`src/rtl/coll_pkg.sv`:
```
package coll_pkg;

    typedef enum logic [1:0] {
        HB_IDLE  = 2'd0,
        HB_WAIT  = 2'd1,
        HB_BURST = 2'd2
    } hb_state_e;

    typedef struct packed {
        logic jabber;
        logic heartbeat;
        logic collision;
    } cp_req_t;

    function automatic logic req_any(cp_req_t r);
        return r.jabber | r.heartbeat | r.collision;
    endfunction

    function automatic int unsigned cnt_bits(int unsigned n);
        return (n < 2) ? 1 : $clog2(n);
    endfunction

    function automatic int unsigned max_u(int unsigned a, int unsigned b);
        return (a > b) ? a : b;
    endfunction

endpackage

```
`src/rtl/jabber_timer.sv`:
```
module jabber_timer
    import coll_pkg::*;
#(
    parameter int unsigned TRIP_CYC = 2000,
    parameter int unsigned REL_CYC  = 5000
) (
    input  logic clk,
    input  logic rst,
    input  logic tx_valid,
    output logic latched
);
    localparam int unsigned TW = cnt_bits(TRIP_CYC);
    localparam int unsigned RW = cnt_bits(REL_CYC);
    localparam logic [TW-1:0] TRIP_LAST = TW'(TRIP_CYC - 1);
    localparam logic [RW-1:0] REL_LAST  = RW'(REL_CYC - 1);

    logic [TW-1:0] run_cnt;
    logic [RW-1:0] quiet_cnt;

    always_ff @(posedge clk) begin
        if (rst) begin
            latched   <= 1'b0;
            run_cnt   <= '0;
            quiet_cnt <= '0;
        end else if (!latched) begin
            quiet_cnt <= '0;
            if (tx_valid) begin
                if (run_cnt == TRIP_LAST) begin
                    latched <= 1'b1;
                    run_cnt <= '0;
                end else begin
                    run_cnt <= run_cnt + 1'b1;
                end
            end else begin
                run_cnt <= '0;
            end
        end else begin
            run_cnt <= '0;
            if (tx_valid) begin
                quiet_cnt <= '0;
            end else if (quiet_cnt == REL_LAST) begin
                latched   <= 1'b0;
                quiet_cnt <= '0;
            end else begin
                quiet_cnt <= quiet_cnt + 1'b1;
            end
        end
    end

    // the latch can only be set on an edge that sampled valid data
    p_set_on_valid_r2: assert property (@(posedge clk) disable iff (rst)
        $rose(latched) |-> $past(tx_valid));

    // the latch can only clear on an edge that sampled a quiet input
    p_clear_on_quiet_r4: assert property (@(posedge clk) disable iff (rst)
        $fell(latched) |-> !$past(tx_valid));

endmodule

```
`src/rtl/heartbeat_timer.sv`:
```
module heartbeat_timer
    import coll_pkg::*;
#(
    parameter int unsigned DELAY_CYC = 110,
    parameter int unsigned LEN_CYC   = 100
) (
    input  logic clk,
    input  logic rst,
    input  logic tx_end,
    input  logic hb_en,
    output logic burst
);
    localparam int unsigned CW = cnt_bits(max_u(DELAY_CYC, LEN_CYC));
    localparam logic [CW-1:0] DELAY_LAST = CW'(DELAY_CYC - 1);
    localparam logic [CW-1:0] LEN_LAST   = CW'(LEN_CYC - 1);

    hb_state_e     state;
    logic [CW-1:0] cnt;

    always_ff @(posedge clk) begin
        if (rst) begin
            state <= HB_IDLE;
            cnt   <= '0;
        end else if (tx_end && hb_en) begin
            state <= HB_WAIT;
            cnt   <= '0;
        end else begin
            unique case (state)
                HB_WAIT: begin
                    if (cnt == DELAY_LAST) begin
                        state <= HB_BURST;
                        cnt   <= '0;
                    end else begin
                        cnt <= cnt + 1'b1;
                    end
                end
                HB_BURST: begin
                    if (cnt == LEN_LAST) begin
                        state <= HB_IDLE;
                        cnt   <= '0;
                    end else begin
                        cnt <= cnt + 1'b1;
                    end
                end
                default: begin
                    state <= HB_IDLE;
                    cnt   <= '0;
                end
            endcase
        end
    end

    assign burst = (state == HB_BURST);

    // a burst is always entered from the delay phase
    p_burst_after_wait_r5: assert property (@(posedge clk) disable iff (rst)
        (state == HB_BURST && $past(state) != HB_BURST) |-> $past(state) == HB_WAIT);

    // an enabled end pulse always lands in the delay phase
    p_retrigger_r10: assert property (@(posedge clk) disable iff (rst)
        (tx_end && hb_en) |=> (state == HB_WAIT));

endmodule

```
`src/rtl/sq_wave_gen.sv`:
```
module sq_wave_gen
    import coll_pkg::*;
#(
    parameter int unsigned DIV = 10
) (
    input  logic clk,
    input  logic rst,
    input  logic active,
    output logic out_pos,
    output logic out_neg
);
    localparam int unsigned PW = cnt_bits(DIV);
    localparam logic [PW-1:0] PH_LAST = PW'(DIV - 1);
    localparam logic [PW-1:0] PH_HALF = PW'(DIV / 2);

    logic [PW-1:0] phase;
    logic          first_half;

    assign first_half = (phase < PH_HALF);

    always_ff @(posedge clk) begin
        if (rst) begin
            phase   <= '0;
            out_pos <= 1'b0;
            out_neg <= 1'b0;
        end else begin
            phase   <= (phase == PH_LAST) ? '0 : phase + 1'b1;
            out_pos <= active & first_half;
            out_neg <= active & ~first_half;
        end
    end

    // the two lines are never high together
    p_complement_r8: assert property (@(posedge clk) disable iff (rst)
        !(out_pos && out_neg));

    // while active, exactly one line is high
    p_one_line_r8: assert property (@(posedge clk) disable iff (rst)
        active |=> $onehot({out_pos, out_neg}));

endmodule

```
`src/rtl/coll_presence_ctrl.sv`:
```
module coll_presence_ctrl
    import coll_pkg::*;
#(
    parameter int unsigned CLK_DIV      = 10,
    parameter int unsigned JAB_TRIP_CYC = 2000,
    parameter int unsigned JAB_REL_CYC  = 5000,
    parameter int unsigned HB_DELAY_CYC = 110,
    parameter int unsigned HB_LEN_CYC   = 100
) (
    input  logic clk,
    input  logic rst,
    input  logic tx_valid,
    input  logic tx_end,
    input  logic coll_flag,
    input  logic hb_en,
    output logic tx_disable,
    output logic cp_pos,
    output logic cp_neg
);
    logic    jab_latched;
    logic    hb_burst;
    cp_req_t req;
    logic    active;

    jabber_timer #(
        .TRIP_CYC (JAB_TRIP_CYC),
        .REL_CYC  (JAB_REL_CYC)
    ) jab_i (
        .clk      (clk),
        .rst      (rst),
        .tx_valid (tx_valid),
        .latched  (jab_latched)
    );

    heartbeat_timer #(
        .DELAY_CYC (HB_DELAY_CYC),
        .LEN_CYC   (HB_LEN_CYC)
    ) hb_i (
        .clk    (clk),
        .rst    (rst),
        .tx_end (tx_end),
        .hb_en  (hb_en),
        .burst  (hb_burst)
    );

    always_comb begin
        req.jabber    = jab_latched;
        req.heartbeat = hb_burst & hb_en;
        req.collision = coll_flag & hb_en;
    end

    assign active     = req_any(req);
    assign tx_disable = jab_latched;

    sq_wave_gen #(
        .DIV (CLK_DIV)
    ) wave_i (
        .clk     (clk),
        .rst     (rst),
        .active  (active),
        .out_pos (cp_pos),
        .out_neg (cp_neg)
    );

    // a latched transmitter always drives the pair on the next edge
    p_jabber_drives_r3: assert property (@(posedge clk) disable iff (rst)
        tx_disable |=> (cp_pos || cp_neg));

    // with enable low and no jabber, the pair goes idle
    p_enable_gates_r6: assert property (@(posedge clk) disable iff (rst)
        (!hb_en && !tx_disable) |=> (!cp_pos && !cp_neg));

    // an enabled collision flag drives the pair
    p_collision_drives_r7: assert property (@(posedge clk) disable iff (rst)
        (coll_flag && hb_en) |=> (cp_pos || cp_neg));

    // no request means zero differential after the edge
    p_idle_low_r9: assert property (@(posedge clk) disable iff (rst)
        !active |=> (!cp_pos && !cp_neg));

endmodule

```
`config.mk`:
```
export PLATFORM = sky130hd
export DESIGN_NAME = coll_presence_ctrl
export DESIGN_NICKNAME = d
export VERILOG_FILES = /design/src/rtl/coll_pkg.sv /design/src/rtl/jabber_timer.sv /design/src/rtl/heartbeat_timer.sv /design/src/rtl/sq_wave_gen.sv /design/src/rtl/coll_presence_ctrl.sv
export SDC_FILE = /design/constraint.sdc
export NUM_CORES = 1
export LEC_CHECK = 0
export BUFFER_PORTS_ARGS = -buffer_cell sky130_fd_sc_hd__buf_2
export CAP_MARGIN = 10
export CORE_MARGIN = 2
export CORE_UTILIZATION = 35
export CTS_CLUSTER_SIZE = 14
export DETAILED_ROUTE_END_ITERATION = 10
export PLACE_DENSITY = 0.49
export SYNTH_ARGS = -nofsm -noshare
export SYNTH_HDL_FRONTEND = slang
export SYNTH_HIERARCHICAL = 1
export SYNTH_SLANG_ARGS = --single-unit
```
`constraint.sdc`:
```
create_clock -name clk -period 2.7 [get_ports clk]
set_clock_uncertainty 0.2 [all_clocks]
set_input_delay 0.405 -clock clk [delete_from_list [all_inputs] [get_ports clk]]
set_output_delay 0.405 -clock clk [all_outputs]
set_load 0.01 [all_outputs]
```
=== Word level (Yosys, flattened, before mapping) ===
Cells that the tools add are included.

* Mux-type cells: 12
* Reductions and logical operators: 7
* Add/sub/neg operators: 4
* Equal/unequal tests: 11
* Magnitude comparators: 1
* Bitwise gates (word level): 9

{| class="wikitable"
|+ Operators by type and width
! cell !! count
|-
| $eq 7x7->1 const B || 2
|-
| $mux 7 || 2
|-
| $pmux 7 s2 || 1
|-
| $add 13x1->13 const B || 1
|-
| $eq 13x13->1 const B || 1
|-
| $add 11x1->11 const B || 1
|-
| $eq 11x11->1 const B || 1
|-
| $reduce_or 4->1 || 2
|-
| $add 7x1->7 const B || 1
|-
| $mux 1 || 6
|-
| $ne 3x1->1 const B || 2
|-
| $add 4x1->4 const B || 1
|-
| $and 1x1->1 || 4
|-
| $eq 4x4->1 const B || 1
|-
| $lt 4x3->1 const B || 1
|-
| $mux 2 || 2
|-
| $ne 2x1->1 const B || 2
|-
| $pmux 2 s2 || 1
|-
| $reduce_and 2->1 || 2
|-
| $reduce_or 2->1 || 2
|-
| $not 1->1 || 3
|-
| $eq 2x1->1 const B || 1
|-
| $eq 2x2->1 const B || 1
|-
| $or 1x1->1 || 2
|-
| $logic_and 1x1->1 || 1
|}

* Register bits: 40
* Word-level logic and storage cells: 53

=== Longest topological paths before layout ===
Gate-level depths: netlist of run 1.

* Depth in word-level cells: 5
* Gate-level depth with buffers: 6

=== Modules after synthesis ===
Netlist of run 1, hierarchy kept.

{| class="wikitable"
|+ By module, submodules not included
! module !! sequential area each (um^2) !! times used !! area each (um^2) !! cells each
|-
| jabber_timer || 500.5 || 1 || 1057.3 || 119
|-
| heartbeat_timer || 180.2 || 1 || 489.2 || 52
|-
| sq_wave_gen || 120.1 || 1 || 259.0 || 27
|-
| coll_presence_ctrl || 0.0 || 1 || 11.3 || 2
|}

=== Least setup slack after synthesis of run 1 ===
OpenSTA, ideal clock, no wires.

* Path kind: register to register
* Start point: reg jab_i.quiet_cnt[10]
* End point: reg jab_i.quiet_cnt[12]
* Stages on the path, launching flop included: 6
* Data required time: 2.385 ns
* Slack: 0.873 ns
* Arrival: 1.512 ns
* Library setup time: 0.115 ns
* Period minus slack after synthesis: 1.827 ns
* Cell sequence: dfxtp_1 > or4b_1 > o41ai_2 > or3_2 > buf_6 > nor2_1

* Longest elaborated chain between the ends: 2
* Elaborated cells between the ends (all ways): 3
* Those cells by class: add/sub (1); eq/ne (1); reduce/logical (1)

{| class="wikitable"
|+ Ends and longest elaborated chain
! what !! RTL line !! text
|-
| from (decl) || jabber_timer.sv:18 || <nowiki>logic [RW-1:0] quiet_cnt;</nowiki>
|-
| from (signal assigned) || jabber_timer.sv:45 || <nowiki>quiet_cnt <= quiet_cnt + 1'b1;</nowiki>
|-
| parallel branches: the longest is 2 deep, another holds $add 13x1->13 || - ||
|}

Several ways; the timed one is not identified.
A chain may end at the register's enable or synchronous reset.

=== Final worst setup path of run 1 ===
* Start point: reg jab_i.quiet_cnt[10]
* End point: reg jab_i.quiet_cnt[10]

Same word-level chain as after synthesis.

==> impl_metrics.json, run 1 <==
{
  "antenna_cells": 0,
  "drc": 0,
  "die_height_um": 76.0,
  "cts-resized-gates": 0,
  "clkSinkCount": 40,
  "drv_cap": 0,
  "max_freq_mhz": 514,
  "syn_nets": 215,
  "fin_nets": 227,
  "tightest_slew_ns": 0.494,
  "cts_buffer_depth": 2,
  "startpoint": "jab_i/quiet_cnt[10]",
  "cp_data_arrival_time_ns": 1.92,
  "routed_wl_um": 3010,
  "post_synth_num_cell_types": 40,
  "ant_nets": 0,
  "dieArea_um2": 5780,
  "drive_gt1_share_pct": 10.4,
  "slowest_stage": "or4b_1",
  "max_slew_margin_pct": 66.9,
  "drt_iter0_markers": 44,
  "finalCritPeriodShare_pct": 72.0,
  "ir_drop_mv": 0.237,
  "p_leak_nw": 0.639,
  "cts-htree-levels": 2,
  "synthCells": 200,
  "crit_chain": "or4b_1 > o41ai_2 > or3_2 > nor2_1",
  "fp.dieW_um": 76.0,
  "layout_min_cycle_time_ns": 1.94,
  "yosysMostFrequentCell": "dfxtp_1",
  "yosys.area.top_type": "dfxtp_1",
  "synthTopCellsByCount": "40 x dfxtp_1, 30 x nor2_1, 17 x xnor2_1, 14 x nand3_1, 12 x nand2_1",
  "hold-path-endpoint": "hb_i/state[0]",
  "power_density_nw_per_um2": 522,
  "yosysWarnings": 6,
  "grt_max_degree": 14,
  "r2r_setup_slack_ns": 0.76,
  "grt_overflow": 0,
  "port_buffers": 8,
  "hold_violations": 0,
  "final-setup-viol-count": 0,
  "rsz0062_at_grt": "no",
  "root_buffer": "clkbuf_8",
  "antenna_found_initial": 0,
  "ys_seq_area_share_pct": 44.1,
  "syn_avg_cell_area_um2": 9.08,
  "cts-hold-fix-buffers": 0,
  "track_usage_pct": 12.0,
  "firstDrtPassIters": 2,
  "clk_pin_slew_ns": 0.07,
  "stdcell_area_um2": 2020,
  "layout-area-overhead-vs-synth_pct": 11.3,
  "cts_made_buffers": 5,
  "core_um2": 5040,
  "outcome": "complete, no violations",
  "rr_worst_depth": 4,
  "crit_fanout": 13,
  "holdWs_ns": 0.182,
  "cts_tree": "done",
  "dp_hpwl_um": 2140,
  "finalSetupTns_ns": 0,
  "synth_area_um2": 1820,
  "min_path_type": "primary input to flip-flop",
  "totalPowerFinal_w": 0.00106,
  "via_per_inst": 4.67,
  "ys_seq_elements": 40,
  "io_pins": 9,
  "synth-async-reset-ratio_pct": 0,
  "reg2reg_to": "jab_i/quiet_cnt[10]",
  "end_kind": "flip-flop",
  "crit_path_max_incr_delay_ns": 0.54,
  "r2r_start": "jab_i/quiet_cnt[10]",
  "maxSlewViolCount": 0,
  "rows": 26,
  "crit_type": "flip-flop to flip-flop",
  "clock_latency_ns": 0.29,
  "synthTopCellsByArea": "dfxtp_1 44%, xnor2_1 8.2%, ha_1 6.2%",
  "synth-edff-count": 0,
  "crit_path_start_kind": "flip-flop",
  "postCtsSetupBuffers": 0,
  "postSynth.topFlopCell": "dfxtp_1",
  "hold_path_depth": 3,
  "vias": 1316,
  "min_from": "tx_end",
  "place_area_um2": 1930,
  "routabilityCongestion": 0.720,
  "grt_pass1_wl_um": 5630,
  "wl_per_cell_um": 10.7,
  "start_util_pct": 36.0,
  "worst_ep_required_time_ns": 2.67,
  "grt_pass1_vias": 1274,
  "synth_top_area_share_pct": 44.1
}
[per-stage QoR]
step / setup slack (ns) / util [%] / std cells
2_1_floorplan: 0.873 / - / 200
3_3_place_gp: 0.786 / 38.2 / 275
3_5_place_dp: 0.761 / 38.2 / 275
4_1_cts: 0.738 / 40.1 / 282
5_1_grt: 0.658 / 40.1 / 282
6_report: 0.756 / 40.1 / 282
[worst max path at each step]
| stage | depth (start not counted) | end | slack [ns] |
|---|---|---|---|
| after floorplan | 5 | jab_i/quiet_cnt[12] | 0.87 |
| after global placement | 4 | jab_i/quiet_cnt[11] | 0.79 |
| after detailed placement | 4 | jab_i/quiet_cnt[10] | 0.76 |
| after CTS | 4 | jab_i/quiet_cnt[12] | 0.74 |
| after global routing | 4 | jab_i/quiet_cnt[12] | 0.66 |
| final | 4 | jab_i/quiet_cnt[10] | 0.76 |
[routing by layer]
metal	GRT usage, %	routed length, um	vias to the layer above
met5	0	0	-
met4	6.55	63	0
met3	3.20	81	8
met2	18.7	1320	10
met1	15.3	1540	585
li1	-	-	713
[report_power, final]
| part | switching, W | internal, W | total [W] | leakage (nW) |
|---|---|---|---|---|
| Sequential | 0.00000603 | 0.000597 | 0.000603 | 0.323 |
| Clock | 0.000192 | 0.000227 | 0.000419 | 0.0503 |
| Combinational | 0.0000184 | 0.0000147 | 0.0000331 | 0.266 |
| Total | 0.000216 | 0.000839 | 0.00106 | 0.639 |
[final cells by class]
class / count / area [um^2]
fillers: 519 / 3020
repair buffers: 8 / 40.0
flip-flops and latches: 40 / 801
inverters: 11 / 41.3
clock buffers: 7 / 96.3
multi-input cells: 146 / 956
well taps: 70 / 87.6
[worst max-delay path: cells and delay by family, from the launching register on]
kind	cells	cell delay [ns]
and+or+nand+nor	3	0.94
DFF	1	0.33
AOI/OAI and AO/OA	1	0.36
[flip-flops by register name, summed over array words and instances, names as in the netlist]
name and count:
hb_i/cnt 7, hb_i/state 2, jab_i/latched 1, jab_i/quiet_cnt 13
jab_i/run_cnt 11, wave_i/out_neg 1, wave_i/out_pos 1, wave_i/phase 4
[cells in the final DEF (no fill, tap or decap), drive strengths merged, types with 2 or more instances in the layout]
master  synthesis  final
and4            2      2
dfxtp          40     40
clkbuf          2      7
o21ai           5      5
buf             1      8
inv            11     11
a211oi          5      5
xnor2          17     17
ha              9      9
or2             3      3
a221oi          2      2
nand2          12     12
or4b            3      3
nor2           30     30
nand2b          6      6
o211ai          2      2
nand3          14     14
nor3            9      9
a21oi           2      2
xor2            6      6
nand4           2      2
or3             4      4
[cell families after synthesis]
family	share of synthesized area, %
AO/OA/AOI/OAI	9.92
XOR/XNOR	11.1
AND/OR/NAND/NOR	25.4
adder cells (fa/ha/maj)	6.20
flip-flops	44.1
buffers and inverters	3.31
(Power assumes the default switching activity.)
==> run 2: changes to the inputs <==
==> constraint.sdc (replaced) <==
create_clock -name clk -period 1.91 [get_ports clk]
set_clock_uncertainty 0.2 [all_clocks]
set_input_delay 0.2865 -clock clk [delete_from_list [all_inputs] [get_ports clk]]
set_output_delay 0.2865 -clock clk [all_outputs]
set_load 0.01 [all_outputs]
==> run 2 against run 1 <==
Effect of this change: first-iteration DRC count up 25%; register-to-register slack worse by 0.65 ns; routed wire length up 6.3%; critical path depth unchanged; clock-buffer cell count down 2; largest cell class unchanged; largest power group unchanged; highest routed layer unchanged.
==> impl_metrics.json, run 2 (synthesized netlist as in run 1, its figures left out) <==
{
  "clkSinkCount": 40,
  "ir_drop_mv": 0.359,
  "fp.dieW_um": 76.0,
  "fillers": 503,
  "grt_overflow": 0,
  "dpl_worst_slack_ns": -0.0270,
  "p_leak_nw": 0.647,
  "multiInputGateArea_um2": 985,
  "antenna_cells": 0,
  "crit_type": "flip-flop to flip-flop",
  "reg.largest.list": "jab_i/quiet_cnt x13, jab_i/run_cnt x11, hb_i/cnt x7",
  "final_common_cell": "dfxtp_1",
  "max_freq_mhz": 554,
  "wl_per_cell_um": 11.2,
  "firstDrtPassIters": 4,
  "clk_pin_slew_ns": 0.07,
  "reg2reg_to": "jab_i/quiet_cnt[10]",
  "cts-htree-levels": 2,
  "rsz0062_at_grt": "no",
  "dieArea_um2": 5780,
  "drt_iter0_markers": 55,
  "finalCritPeriodShare_pct": 94.6,
  "layout-area-overhead-vs-synth_pct": 13.0,
  "stdcell_area_um2": 2050,
  "hold_path_depth": 3,
  "min_path_type": "primary input to flip-flop",
  "ant_nets": 0,
  "io_pins": 9,
  "power_density_nw_per_um2": 676,
  "layout_min_cycle_time_ns": 1.81,
  "hold-path-endpoint": "hb_i/state[0]",
  "largest_reg_flops": 13,
  "clkPwrFrac_pct": 35.0,
  "outcome": "complete, no violations",
  "max_slew_margin_pct": 71.7,
  "placed_cells": 279,
  "cts_buffer_depth": 2,
  "drive_gt1_share_pct": 12.1,
  "antenna_found_initial": 0,
  "regMostFlops": "jab_i/quiet_cnt",
  "maxSlewViolCount": 0,
  "hold_violations": 0,
  "cts_tree": "done",
  "final_cells": 285,
  "grt_pass1_vias": 1192,
  "grt_pass1_wl_um": 5380,
  "dp_hpwl_um": 2200,
  "vias": 1327,
  "seqPwrFrac_pct": 61.4,
  "clock_latency_ns": 0.28,
  "finalSetupTns_ns": 0,
  "start_util_pct": 36.0,
  "track_usage_pct": 11.5,
  "cp_data_arrival_time_ns": 1.78,
  "min_from": "tx_end",
  "worst_ep_required_time_ns": 1.88,
  "drv_cap": 0,
  "final-setup-viol-count": 0,
  "p_sw_share_pct": 20.7,
  "p_int_w": 0.00110,
  "r2r_setup_slack_ns": 0.10,
  "layout_common_cells": "40 x dfxtp_1, 30 x nor2_1, 17 x xnor2_1",
  "power_switching_w": 0.000287,
  "rr_worst_depth": 4,
  "routabilityCongestion": 0.706,
  "crit_fanout": 7,
  "holdWs_ns": 0.0717,
  "end_kind": "flip-flop",
  "port_buffers": 8,
  "fin_nets": 232,
  "cts_made_buffers": 5,
  "via_per_inst": 4.66,
  "setup_slack_ns": 0.103,
  "drc": 0,
  "crit_path_start_kind": "flip-flop",
  "regArea_um2": 801,
  "cts-hold-fix-buffers": 0,
  "tightest_slew_ns": 0.425,
  "place_area_um2": 1960,
  "r2r_start": "jab_i/quiet_cnt[3]",
  "root_buffer": "clkbuf_8",
  "grt_max_degree": 14,
  "rows": 26,
  "core_um2": 5040,
  "combPwrFrac_pct": 3.6,
  "die_height_um": 76.0,
  "routed_wl_um": 3190
}
==> run 2: cell count changes in the layout (fill, tap and decap cells not counted), sizes merged <==
cell | previous run | this run
buf | 8 | 12
or3 | 4 | 5
clkbuf | 7 | 5
==> run 2: what timing repair did <==
item                       CTS  global route
gates cloned                 0             1
buffers inserted             0             0
setup endpoints to repair   13            13
resized for setup            1             2
pin swaps                    0             2
==> run 2: area by class of cell <==
type | count | share of cell area, %
well taps | 70 | 4.27
repair buffers | 12 | 3.41
clock buffers | 5 | 3.35
flip-flops and latches | 40 | 39.0
multi-input cells | 147 | 48.0
inverters | 11 | 2.01
==> run 2: power groups by stage <==
stage | clock [W] | combinational [W] | sequential (W)
after floorplan | 0 | 0.0000317 | 0.000870
after global placement | 0 | 0.0000502 | 0.000872
after detailed placement | 0 | 0.0000495 | 0.000871
after CTS | 0.000523 | 0.0000499 | 0.000851
after global routing | 0.000557 | 0.0000585 | 0.000853
final | 0.000486 | 0.0000497 | 0.000852
==> run 2: how the worst max path moves through the flow <==
stage          depth (start not counted)  slack, ns                   to                start
5_1_grt                                5       0.04     jab_i/run_cnt[2]     jab_i/run_cnt[0]
6_report                               4       0.10  jab_i/quiet_cnt[10]   jab_i/quiet_cnt[3]
4_1_cts                                4       0.02  jab_i/quiet_cnt[10]  jab_i/quiet_cnt[10]
3_5_place_dp                           4      -0.03  jab_i/quiet_cnt[10]  jab_i/quiet_cnt[10]
3_3_place_gp                           4      0.007   jab_i/quiet_cnt[8]  jab_i/quiet_cnt[10]
2_1_floorplan                          5       0.08  jab_i/quiet_cnt[12]  jab_i/quiet_cnt[10]
==> run 2: stage by stage <==
step | util [%] | power, W
after floorplan | - | 0.000902
after global placement | 38.8 | 0.000922
after detailed placement | 38.8 | 0.000921
after CTS | 40.2 | 0.00142
after global routing | 40.7 | 0.00147
final | 40.7 | 0.00139
==> run 2: critical path, cell delays in order (launching register included) <==
cell and delay [ns]:
dfxtp_1 0.36, or3_1 0.41, o41ai_4 0.41, or3_4 0.25, nor2_1 0.06
==> run 2: routing by layer <==
layer	global-route usage, %	vias to the layer above	part of all wire (%)
li1	-	720	-
met4	5.45	0	1.6
met2	17.9	10	43
met3	3.55	5	2.9
met5	0	-	0
met1	14.7	592	52
